[src/rtl/dhop_pkg.sv]
package dhop_pkg;
  localparam int DLY_W = 3;
  typedef logic [DLY_W-1:0] dly_t;

  function automatic dly_t clamp_dly(dly_t raw, int max_tap);
    if (raw == '0 || int'(raw) > max_tap) return dly_t'(1);
    return raw;
  endfunction
endpackage

[src/rtl/dhop_code_regs.sv]
module dhop_code_regs
  import dhop_pkg::*;
#(
  parameter int NUM_CHIPS = 8,
  parameter int MAX_TAP   = 5
) (
  input  logic                       clk,
  input  logic                       rst_n,
  input  logic                       wr_en,
  input  logic                       busy,
  input  logic [NUM_CHIPS-1:0]       chip_in,
  input  logic [NUM_CHIPS*DLY_W-1:0] dly_in,
  output logic [NUM_CHIPS-1:0]       chip_q,
  output logic [NUM_CHIPS*DLY_W-1:0] dly_q
);
  logic                       load;
  logic [NUM_CHIPS-1:0]       chip_n;
  logic [NUM_CHIPS*DLY_W-1:0] dly_n;

  assign load = wr_en & ~busy;

  always_comb begin
    chip_n = chip_q;
    if (load) chip_n = chip_in;
  end

  always_ff @(posedge clk or negedge rst_n) begin
    if (!rst_n)    chip_q <= '1;
    else if (load) chip_q <= chip_n;
  end

  for (genvar i = 0; i < NUM_CHIPS; i++) begin : g_dly
    always_comb begin
      dly_n[i*DLY_W +: DLY_W] = dly_q[i*DLY_W +: DLY_W];
      if (load) dly_n[i*DLY_W +: DLY_W] = clamp_dly(dly_in[i*DLY_W +: DLY_W], MAX_TAP);
    end

    always_ff @(posedge clk or negedge rst_n) begin
      if (!rst_n)    dly_q[i*DLY_W +: DLY_W] <= dly_t'(1);
      else if (load) dly_q[i*DLY_W +: DLY_W] <= dly_n[i*DLY_W +: DLY_W];
    end

    // a stored delay field always names a real signal tap
    p_dly_range_r7: assert property (@(posedge clk) disable iff (!rst_n)
      (dly_q[i*DLY_W +: DLY_W] != '0) && (int'(dly_q[i*DLY_W +: DLY_W]) <= MAX_TAP));
  end

  // codes never move while a symbol is in flight
  p_code_hold_r10: assert property (@(posedge clk) disable iff (!rst_n)
    busy |=> $stable(chip_q) && $stable(dly_q));
endmodule

[src/rtl/dhop_chip_seq.sv]
module dhop_chip_seq #(
  parameter int NUM_CHIPS = 8,
  localparam int CNT_W = (NUM_CHIPS > 1) ? $clog2(NUM_CHIPS) : 1
) (
  input  logic             clk,
  input  logic             rst_n,
  input  logic             sym_valid,
  input  logic             sym_bit,
  output logic             sym_ready,
  output logic             act_o,
  output logic [CNT_W-1:0] idx_o,
  output logic             sym_o
);
  localparam logic [CNT_W-1:0] LAST = CNT_W'(NUM_CHIPS - 1);

  logic             act_q, act_n;
  logic [CNT_W-1:0] cnt_q, cnt_n;
  logic             sym_q;
  logic             last, accept;

  assign last      = act_q && (cnt_q == LAST);
  assign sym_ready = ~act_q | last;
  assign accept    = sym_valid & sym_ready;

  always_comb begin
    act_n = act_q;
    cnt_n = cnt_q;
    if (accept) begin
      act_n = 1'b1;
      cnt_n = '0;
    end else if (act_q) begin
      if (last) act_n = 1'b0;
      else      cnt_n = cnt_q + 1'b1;
    end
  end

  always_ff @(posedge clk or negedge rst_n) begin
    if (!rst_n) begin
      act_q <= 1'b0;
      cnt_q <= '0;
    end else begin
      act_q <= act_n;
      cnt_q <= cnt_n;
    end
  end

  always_ff @(posedge clk or negedge rst_n) begin
    if (!rst_n)      sym_q <= 1'b0;
    else if (accept) sym_q <= sym_bit;
  end

  assign act_o = act_q;
  assign idx_o = cnt_q;
  assign sym_o = sym_q;

  // no acceptance before the final chip
  p_ready_mid_r2: assert property (@(posedge clk) disable iff (!rst_n)
    (act_q && cnt_q != LAST) |-> !sym_ready);

  // an accepted symbol always restarts at chip 0
  p_accept_start_r3: assert property (@(posedge clk) disable iff (!rst_n)
    (sym_valid && sym_ready) |=> (act_q && cnt_q == '0));

  // chips advance one per cycle
  p_chip_step_r3: assert property (@(posedge clk) disable iff (!rst_n)
    (act_q && cnt_q != LAST) |=> (act_q && cnt_q == $past(cnt_q) + 1'b1));
endmodule

[src/rtl/dhop_pulse_map.sv]
module dhop_pulse_map
  import dhop_pkg::*;
#(
  parameter int NUM_CHIPS = 8,
  parameter int MAX_TAP   = 5,
  localparam int CNT_W = (NUM_CHIPS > 1) ? $clog2(NUM_CHIPS) : 1
) (
  input  logic                       clk,
  input  logic                       rst_n,
  input  logic                       act_i,
  input  logic [CNT_W-1:0]           idx_i,
  input  logic                       sym_i,
  input  logic [NUM_CHIPS-1:0]       chip_q,
  input  logic [NUM_CHIPS*DLY_W-1:0] dly_q,
  output logic [MAX_TAP:0]           pos_tap,
  output logic [MAX_TAP:0]           neg_tap
);
  logic             chip_bit, pol_pos;
  dly_t             tap;
  logic [MAX_TAP:0] sig_vec;
  logic [MAX_TAP:0] pos_d, neg_d, pos_q, neg_q;

  assign chip_bit = chip_q[idx_i];
  assign tap      = dly_q[int'(idx_i)*DLY_W +: DLY_W];
  assign pol_pos  = ~(chip_bit ^ sym_i);

  assign sig_vec[0] = 1'b0;
  for (genvar t = 1; t <= MAX_TAP; t++) begin : g_tap
    assign sig_vec[t] = (int'(tap) == t);
  end

  always_comb begin
    pos_d = '0;
    neg_d = '0;
    if (act_i) begin
      pos_d[0] = 1'b1;
      if (pol_pos) pos_d = pos_d | sig_vec;
      else         neg_d = sig_vec;
    end
  end

  always_ff @(posedge clk or negedge rst_n) begin
    if (!rst_n) begin
      pos_q <= '0;
      neg_q <= '0;
    end else begin
      pos_q <= pos_d;
      neg_q <= neg_d;
    end
  end

  assign pos_tap = pos_q;
  assign neg_tap = neg_q;

  // reference pulse only on the positive tap zero
  p_ref_pos_r4: assert property (@(posedge clk) disable iff (!rst_n)
    (|{pos_q, neg_q}) |-> (pos_q[0] && !neg_q[0]));

  // a single signal pulse per active frame
  p_sig_one_r6: assert property (@(posedge clk) disable iff (!rst_n)
    (|{pos_q, neg_q}) |-> ($countones({pos_q[MAX_TAP:1], neg_q[MAX_TAP:1]}) == 1));

  // quiet output after an idle cycle
  p_idle_quiet_r8: assert property (@(posedge clk) disable iff (!rst_n)
    !act_i |=> (pos_q == '0 && neg_q == '0));
endmodule

[src/rtl/dhop_doublet_encoder.sv]
module dhop_doublet_encoder
  import dhop_pkg::*;
#(
  parameter int NUM_CHIPS = 8,
  parameter int MAX_TAP   = 5,
  localparam int CNT_W = (NUM_CHIPS > 1) ? $clog2(NUM_CHIPS) : 1
) (
  input  logic                       clk,
  input  logic                       rst_n,
  input  logic                       sym_valid,
  input  logic                       sym_bit,
  output logic                       sym_ready,
  input  logic                       code_we,
  input  logic [NUM_CHIPS-1:0]       chip_code_in,
  input  logic [NUM_CHIPS*DLY_W-1:0] dly_code_in,
  output logic [MAX_TAP:0]           pos_tap,
  output logic [MAX_TAP:0]           neg_tap
);
  logic                       act;
  logic [CNT_W-1:0]           idx;
  logic                       sym;
  logic [NUM_CHIPS-1:0]       chip_q;
  logic [NUM_CHIPS*DLY_W-1:0] dly_q;

  dhop_chip_seq #(.NUM_CHIPS(NUM_CHIPS)) u_seq (
    .clk(clk), .rst_n(rst_n), .sym_valid(sym_valid), .sym_bit(sym_bit),
    .sym_ready(sym_ready), .act_o(act), .idx_o(idx), .sym_o(sym)
  );

  dhop_code_regs #(.NUM_CHIPS(NUM_CHIPS), .MAX_TAP(MAX_TAP)) u_codes (
    .clk(clk), .rst_n(rst_n), .wr_en(code_we), .busy(act),
    .chip_in(chip_code_in), .dly_in(dly_code_in),
    .chip_q(chip_q), .dly_q(dly_q)
  );

  dhop_pulse_map #(.NUM_CHIPS(NUM_CHIPS), .MAX_TAP(MAX_TAP)) u_map (
    .clk(clk), .rst_n(rst_n), .act_i(act), .idx_i(idx), .sym_i(sym),
    .chip_q(chip_q), .dly_q(dly_q), .pos_tap(pos_tap), .neg_tap(neg_tap)
  );

  // ready is high once reset has just been applied
  p_reset_ready_r1: assert property (@(posedge clk)
    !rst_n |-> sym_ready);
endmodule

[config.mk]
export PLATFORM = sky130hd
export DESIGN_NAME = dhop_doublet_encoder
export DESIGN_NICKNAME = d
export VERILOG_FILES = /design/src/rtl/dhop_pkg.sv /design/src/rtl/dhop_code_regs.sv /design/src/rtl/dhop_chip_seq.sv /design/src/rtl/dhop_pulse_map.sv /design/src/rtl/dhop_doublet_encoder.sv
export SDC_FILE = /design/constraint.sdc
export NUM_CORES = 1
export LEC_CHECK = 0
export BUFFER_PORTS_ARGS = -buffer_cell sky130_fd_sc_hd__buf_2
export CORE_ASPECT_RATIO = 1.25
export CORE_MARGIN = 3
export CORE_UTILIZATION = 45
export DETAILED_ROUTE_END_ITERATION = 16
export GPL_TIMING_DRIVEN = 0
export HOLD_SLACK_MARGIN = 0.05
export PLACE_DENSITY = 0.68
export SLEW_MARGIN = 20
export SYNTH_ARGS = -nofsm -noshare
export SYNTH_HDL_FRONTEND = slang
export SYNTH_HIERARCHICAL = 1
export SYNTH_SLANG_ARGS = --single-unit
[constraint.sdc]
create_clock -name clk -period 3 [get_ports clk]
set_clock_uncertainty 0.1 [all_clocks]
set_input_delay 0.6 -clock clk [delete_from_list [all_inputs] [get_ports clk]]
set_output_delay 0.6 -clock clk [all_outputs]
set_load 0.02 [all_outputs]
==> metrics.txt, run 1 <==
outcome complete, no violations; worst path arrival time 1.53 ns; Final Critical Period 2.23 ns; final setup fails 0; reg2reg setup slack slightly below 0.9 ns; diodes inserted 0; Max-cap violations 0; Sink Count 48; Die ar. 6570 um2; hold_ws roughly 0.21 ns; critical path class reg2out; vias between 1500 and 2000; Iter 0 DRT Violations 62; Final Power 2.94 mW; Total GRT Usage 14.8%; cts repair resizes 0; Yosys top cell area share 31.6%; cell with the most instances after synthesis dfrtp_1; Pleak 1.39 nW; largest family of logic cells by synthesized area multiplexers; Core Rows 29; ys flop type dfrtp_1; max_slew headroom 61.5%; initial antenna violation count 0; Initial Utilization approximately half; post-synth net total about 220; Synth Area in XOR/XNOR 2.77%; Final period util 74.2%; Seq cells post-synth 48; Distinct cells, synth 40; layout cells sized above 1 50.0%; largest net degree at the start of global routing 49; setup bufs post-CTS 0; gr ovfl total 0; CTS Buf Count 5; DRC viols 0; final core utilization 56.6%; RSZ-0062 raised after global routing no; Post-synth top cells dfrtp_1, mux2_4, nor2b_1; CTS Root Cell clkbuf_8; reg2reg path depth 5; CTS tree yes; Synth Area in Simple Gates 12.6%; 1st-pass router iterations 4; PD cells 988 nW/um2; complex-gate fraction of the synthesized area 6.42%; worst r2r src u_seq/idx_o[0]; final WL 4.59 mm; CTS clk-pin slew, worst paths around 0.080 ns; mux cell area share after synthesis about 24%; Fmax achieved 449 MHz; r2r endpoint u_map/neg_tap[2]; number of synthesized flops with an enable pin 0; setup TNS 0 ns; Final Max Tran Viols 0; CP endpoint kind output pin; startpoint type of the worst setup path flop; Placed Cells 290; Setup crit end sym_ready; worst vdd ir roughly 390 uV; Clock Path Buffers 2; leading post-synthesis cells by cell area dfrtp_1, dfstp_2, mux2_4; Seq/Total Area, Yosys 48.2%; CTS Hold Buffers Added 0; Crit path required time 2.30 ns; hold crit path type in2async; vias in the first global route 1626; cell area after synthesis 2530 um2; Wirelength per Cell 15.4 um; GP Congestion between 0.7 and 0.8; DP HPWL 3.44 mm; yosys warns 6; core area about 5300 um2; average size of a mapped cell 14.1 um2; area growth from synthesis to layout 17.6%; # nets final 274; total I/O pin count 50; Vias/cell 5.33; first-pass GRT wire length between 7 and 8 mm; antenna-violating nets left 0; worst slew pin tran 0.578 ns; filler cell count 443; chip height 89.9 um; I/O Buffers 48; Final Hold Vio Count 0; share of flip-flops with an asynchronous set or reset 100%; H-Tree Depth 2; Non-Filler Instances 298; CP Max Fanout 9; leading area contributor after synthesis dfrtp_1; Syn Inst Count 180; Post-Synth Adder-Cell Area 0.988%; crit path launch u_seq/idx_o[0]; Die Wd 73.1 um; worst skew pair latency roughly 0.29 ns
[cell families (layout without fill, tap and decap cells)]
kind of cell	after synthesis	in the layout
flip-flops	48	48
AND/OR/NAND/NOR	46	46
multiplexers	38	38
AO/OA/AOI/OAI	25	25
buffers and inverters	12	68
XOR/XNOR	8	8
adder cells (fa/ha/maj)	2	2
other	1	1
[worst min path at each step]
stage | from | end | depth (start not counted)
after floorplan | rst_n | u_codes/dly_q[10] | 0
after global placement | u_codes/dly_q[23] | u_codes/dly_q[23] | 1
after detailed placement | u_codes/dly_q[10] | u_codes/dly_q[10] | 1
after CTS | u_codes/dly_q[0] | u_codes/dly_q[0] | 1
after global routing | rst_n | u_codes/dly_q[2] | 1
final | rst_n | u_codes/dly_q[14] | 1
[critical path, cell delays in order, from the launching register on]
cell and delay (ns):
dfrtp_1 0.43, ha_1 0.22, ha_1 0.16, nand2b_1 0.14
buf_6 0.14, buf_2 0.15
[per-stage QoR]
step / setup slack (ns) / cell area (um2)
finish: 0.773 / 2980
detailed placement: 0.895 / 2850
CTS: 0.754 / 2980
global route: 0.687 / 2980
floorplan: 1.06 / 2530
global placement: 0.900 / 2850
[flip-flops by register name (all words and copies together) (netlist names)]
signal          count
u_seq/sym_o         1
u_map/neg_tap       5
u_seq/act_o         1
u_codes/dly_q      24
u_seq/idx_o         3
u_codes/chip_q      8
u_map/pos_tap       6
[cell type report]
cell class | count | area (um2) | area share [%]
Clock inverter | 1 | 30.0 | 1.01
Clock buffer | 7 | 96.3 | 3.23
Sequential cell | 48 | 1220 | 41.0
Tap cell | 62 | 77.6 | 2.60
Timing Repair Buffer | 48 | 243 | 8.15
Multi-Input combinational cell | 120 | 1190 | 39.9
Inverter | 2 | 7.51 | 0.252
Buffer | 10 | 114 | 3.82
[cell usage in the layout (no fill, tap or decap), types with 2 or more instances in the layout]
cell type,n
a21oi_1,9
xor2_1,8
ha_1,2
mux4_2,2
dfstp_2,16
nand2b_1,2
clkbuf_8,7
nor3b_1,8
buf_4,2
mux4_1,4
dfrtp_1,32
mux2i_1,3
nand3b_1,5
mux2_4,24
buf_2,48
buf_6,5
a2bb2oi_1,8
o21ai_0,5
inv_1,2
buf_12,2
nor2b_1,17
mux2_2,4
nand2_1,2
[layer usage]
| metal | track usage (%) | vias to the layer above | wire length, um |
|---|---|---|---|
| li1 | - | 752 | - |
| met1 | 19.5 | 805 | 2040 |
| met2 | 25.3 | 32 | 2370 |
| met3 | 2.68 | 0 | 179 |
| met4 | 2.77 | 0 | 0 |
| met5 | 0 | - | 0 |
[power breakdown]
| part | internal (mW) | switching [mW] | leakage [nW] |
|---|---|---|---|
| clock | 0.294 | 0.200 | 0.0645 |
| sequential | 0.989 | 0.147 | 0.579 |
| combinational | 0.729 | 0.583 | 0.752 |
(Power assumes the default switching activity.)
==> inputs of run 2 (changes only) <==
PLACE_DENSITY = 0.71   (was 0.68)
clock period = 1.8 ns   (was 3 ns; I/O delays follow)
==> run 2 against run 1 <==
- global-route usage up 1.3 points
- the run now ends with setup timing left
- largest cell class is now multi-input gates
- first-iteration DRC count down 18%
- utilization up 2.1 points
- total power up 80%
- hold slack worse by 0.024 ns
- setup slack worse by 1.0 ns
- final cell count up 3.0%
- count of clock-buffer cells in the layout up 1
==> metrics.txt, run 2 (same netlist as run 1, synthesis figures left out) <==
Total GRT Usage 16.1%; # nets final 283; Iter 0 DRT Violations 51; largest net degree at the start of global routing 49; area taken by multi-input logic gates 1250 um2; worst skew pair latency 0.30 ns; critical path class reg2reg; Clock Path Buffers 2; Final Critical Period 2.03 ns; final setup fails 11; Final Hold Vio Count 0; Vias/cell 5.29; worst path arrival time 2.16 ns; Die Wd 73.1 um; outcome finished with violations; critical path's top delay family multiplexers; worst slew pin tran between 0.5 and 0.6 ns; first-pass GRT wire length 8.25 mm; Wirelength per Cell 16.2 um; final critical-path setup slack -0.228 ns; Die ar. 6570 um2; commonest non-fill, non-tap cell in the layout buf_2; I/O Buffers 48; CTS Root Cell clkbuf_8; Crit path required time 1.94 ns; gr ovfl total 0; final WL 4.96 mm; core area between 5000 and 6000 um2; Non-Filler Instances 307; CP endpoint kind flop; layout cells sized above 1 57.6%; vias 1624; Clk pwr share 12.5%; area growth from synthesis to layout 21.9%; register area 1220 um2; Sw Pwr 1.77 mW; part of the power in registers between 30% and 40%; startpoint type of the worst setup path flop; internal cell power approximately 3.5 mW; Final period util 113%; PD cells 1710 nW/um2; Core Rows 29; worst vdd ir 684 uV; Final Max Tran Viols 0; total I/O pin count 50; RSZ-0062 raised after global routing yes; Placed Cells 290; violated checks setup timing; filler cell count 417; max_slew headroom 60.3%; Largest Register u_codes/dly_q; Pleak 1.41 nW; setup TNS -1.79 ns; H-Tree Depth 2; initial antenna violation count 0; antenna-violating nets left 0; DP HPWL 3.39 mm; CP Max Fanout 5; chip height 89.9 um; Switching Share 33.6%; crit-path cells buf_6 > mux4_2 > mux2_4 > or3b_4 > a21oi_2; Critical Path Max Stage Delay 0.51 ns; slowest library cell on the worst path mux4_2; Largest register FFs 24; CTS tree yes; Max-cap violations 0; GP Congestion 0.706; 1st-pass router iterations 4; DRC viols 0; Initial Utilization 48.1%; Fmax achieved 493 MHz; Sink Count 48; WP buf/inv 1; diodes inserted 0; CTS clk-pin slew, worst paths around 0.09 ns; Logic pwr share 50.8%; most frequent cells in the layout buf_2, dfrtp_1, mux2_4, nor2b_1, dfstp_2; vias in the first global route 1689; hold crit path type in2reg; CTS Buf Count 5
==> run 2: path summary, 6_finish.rpt <==
| kind | slack, ns | start | to | cells after the start |
|---|---|---|---|---|
| worst max-delay path | -0.23 | u_seq/idx_o[0] | u_map/neg_tap[2] | 5 |
| worst min-delay path | 0.19 | chip_code_in[1] | u_codes/chip_q[1] | 2 |
| worst max register to register | -0.23 | u_seq/idx_o[0] | u_map/neg_tap[2] | 5 |
| worst min register to register | 0.41 | u_codes/dly_q[18] | u_codes/dly_q[18] | 1 |
| max in group asynchronous | 0.67 | rst_n | u_seq/idx_o[0] | 2 |
| min in group asynchronous | 0.51 | rst_n | u_map/pos_tap[4] | 2 |
==> run 2: power by group through the flow <==
stage | sequential (mW) | combinational (mW) | clock (mW)
finish | 1.94 | 2.69 | 0.660
CTS | 1.93 | 2.57 | 0.673
detailed placement | 1.92 | 2.17 | 0
global placement | 1.91 | 2.13 | 0
global route | 2.00 | 2.91 | 0.716
floorplan | 1.90 | 1.71 | 0
==> run 2: area by class of cell <==
class                      count  share of cell area (%)
buffer                         9                    3.40
clock buffer                   8                    2.92
inverter                       2                   0.243
multi-input combinational    120                    40.6
sequential                    48                    39.6
tap                           62                    2.51
timing repair buffer          58                    10.7
==> run 2: timing repair <==
action | CTS | global route
hold endpoints to repair | 0 | 32
setup endpoints to repair | 11 | 12
hold buffers | 0 | 1
gates cloned | 1 | 0
resized for setup | 23 | 4
setup buffers | 6 | 3
pin swaps | 2 | 0
==> run 2: stage by stage <==
step	hold WS [ns]	setup slack [ns]	utilization (%)	cell area, um2	power (mW)
after CTS	0.176	-0.258	58.0	3050	5.17
after floorplan	-0.0356	-0.140	-	2530	3.61
after global placement	0.388	-0.309	54.2	2850	4.04
after detailed placement	0.391	-0.347	54.2	2850	4.09
final	0.190	-0.228	58.7	3090	5.28
after global routing	0.182	-0.293	58.7	3090	5.63
==> run 2: metal layers <==
metal  global-route usage, %  vias up  share of wire, %
met5                       0        -                 0
met4                    4.62        0              0.87
met3                    3.91        4               5.2
met2                    26.7       44                51
met1                    20.6      808                43
li1                        -      768                 -
==> inputs of run 3 (changes only) <==
BUFFER_PORTS_ARGS = unset   (was -buffer_cell sky130_fd_sc_hd__buf_2)
DONT_BUFFER_PORTS = 1   (was unset)
PLACE_DENSITY = 0.63   (was 0.71)
==> run 3 against run 2 <==
- critical path type unchanged
- utilization down 4.4 points
- first-iteration DRC count shrank 16%
- register-to-register slack is essentially flat
- clock power fell by 3%
- final area shrank 7.4%
- die area did not move
- count of clock-buffer cells in the layout is the same
- global-route usage is 0.79 points lower
- the flow still finishes with violations (setup timing)
- final cell count decreased by 16%
==> metrics.txt, run 3 (same netlist as run 1, synthesis figures left out) <==
Final Power between 5 and 6 mW; 1st-pass router iterations 3; Clock Path Buffers 2; critical path class reg2reg; Final Max Tran Viols 0; Die Wd 73.1 um; Clk pwr share between 10 and 15%; initial antenna violation count 0; final WL between 4 and 5 mm; final setup fails 11; gr ovfl total 0; I/O Buffers 0; startpoint type of the worst setup path flop; internal cell power 3.42 mW; CTS clk-pin slew, worst paths 0.08 ns; vias in the first global route approximately 1600; Critical Path Max Stage Delay 0.53 ns; final critical-path setup slack -0.235 ns; GP Congestion slightly above 0.8; Logic pwr share 48.8%; Crit path required time 1.92 ns; filler cell count 425; Placed Area 2610 um2; CP Max Fanout 8; Total GRT Usage 15.3%; CTS Root Cell clkbuf_8; Largest Register u_codes/dly_q; PD cells 1800 nW/um2; layout cells sized above 1 45.7%; Initial Utilization 48.1%; antenna-violating nets left 0; first-pass GRT wire length ~7.9 mm; crit-path cells buf_6 > mux4_2 > mux2_4 > or3b_4 > a21oi_2; DRC viols 0; Vias/cell 5.64; worst vdd ir 604 uV; slowest library cell on the worst path mux4_2; worst path arrival time 2.16 ns; DP HPWL roughly 3.5 mm; Iter 0 DRT Violations 43; Fmax achieved 491 MHz; final instance area 2860 um2; core area 5260 um2; part of the power in registers just under 40%; Wirelength per Cell 18.6 um; commonest non-fill, non-tap cell in the layout dfrtp_1; H-Tree Depth 2; CTS tree yes; Largest register FFs 24; hold crit path type in2reg; outcome finished with violations; CTS Buf Count 5; Final Hold Vio Count 0; vias 1461; Final period util 113%; largest net degree at the start of global routing 49; area growth from synthesis to layout 12.9%; worst skew pair latency 0.29 ns; total I/O pin count 50; chip height 89.9 um; Final Critical Period 2.03 ns; # nets final 235; most frequent cells in the layout dfrtp_1, mux2_4, nor2b_1, dfstp_2; Sink Count 48; Max-cap violations 0; Pleak 1.22 nW; Die ar. 6570 um2; CP endpoint kind flop; RSZ-0062 raised after global routing yes; Switching Share 33.7%; violated checks setup timing; diodes inserted 0; Sw Pwr 1.74 mW; Core Rows 29
run 3: cell type report:
type,instances,area (um2),area share (%)
clock buffers,8,90.1,3.15
flip-flops and latches,48,1220,42.7
repair buffers,9,91.3,3.19
plain buffers,10,125,4.38
multi-input cells,120,1250,43.6
inverters,2,7.51,0.263
well taps,62,77.6,2.71
run 3: stage by stage:
step	cells	worst slack [ns]	hold WS, ns	util [%]	setup TNS, ns
after detailed placement	242	-0.315	-0.0343	49.6	-2.16
after floorplan	180	-0.140	-0.0356	-	-0.329
final	259	-0.235	0.0742	54.3	-1.97
after global routing	259	-0.305	0.0578	54.3	-2.87
after global placement	242	-0.299	-0.0339	49.6	-1.79
after CTS	257	-0.264	0.0672	53.4	-2.11
run 3: what timing repair did:
item | in CTS | in global routing
hold buffers | 2 | 0
endpoints found under the setup margin | 11 | 12
cloned | 1 | 0
pin swaps | 1 | 1
setup buffers | 4 | 2
gates resized for setup | 11 | 11
hold endpoints to repair | 48 | 0
run 3: power by group through the flow:
stage / registers (mW) / clock network, mW / logic [mW]
after floorplan: 1.90 / 0 / 1.71
after global placement: 1.97 / 0 / 1.93
after detailed placement: 2.00 / 0 / 1.99
after CTS: 1.99 / 0.665 / 2.31
after global routing: 2.05 / 0.703 / 2.71
final: 2.00 / 0.642 / 2.52
run 3: path summary, 6_finish.rpt:
check / from / end / slack [ns] / depth (start not counted)
worst max-delay path: u_seq/idx_o[0] / u_map/pos_tap[2] / -0.23 / 5
worst min-delay path: sym_valid / u_seq/act_o / 0.07 / 1
worst max register to register: u_seq/idx_o[0] / u_map/pos_tap[2] / -0.23 / 5
worst min register to register: u_codes/dly_q[12] / u_codes/dly_q[12] / 0.40 / 1
max in group asynchronous: rst_n / u_codes/chip_q[0] / 0.86 / 2
min in group asynchronous: rst_n / u_seq/act_o / 0.47 / 2
run 3: routing by layer:
| layer | track usage (%) | wire length [um] |
|---|---|---|
| met2 | 25.1 | 2540 |
| met4 | 4.62 | 79 |
| met1 | 19.4 | 1980 |
| met5 | 0 | 0 |
| met3 | 4.24 | 217 |
run 3: worst max-delay path, delay by kind of cell (launching register included):
kind / cells / cell delay (ns)
flops: 1 / 0.38
simple gates: 1 / 0.39
buf+inv: 1 / 0.16
mux: 2 / 0.83
compound gates: 1 / 0.11
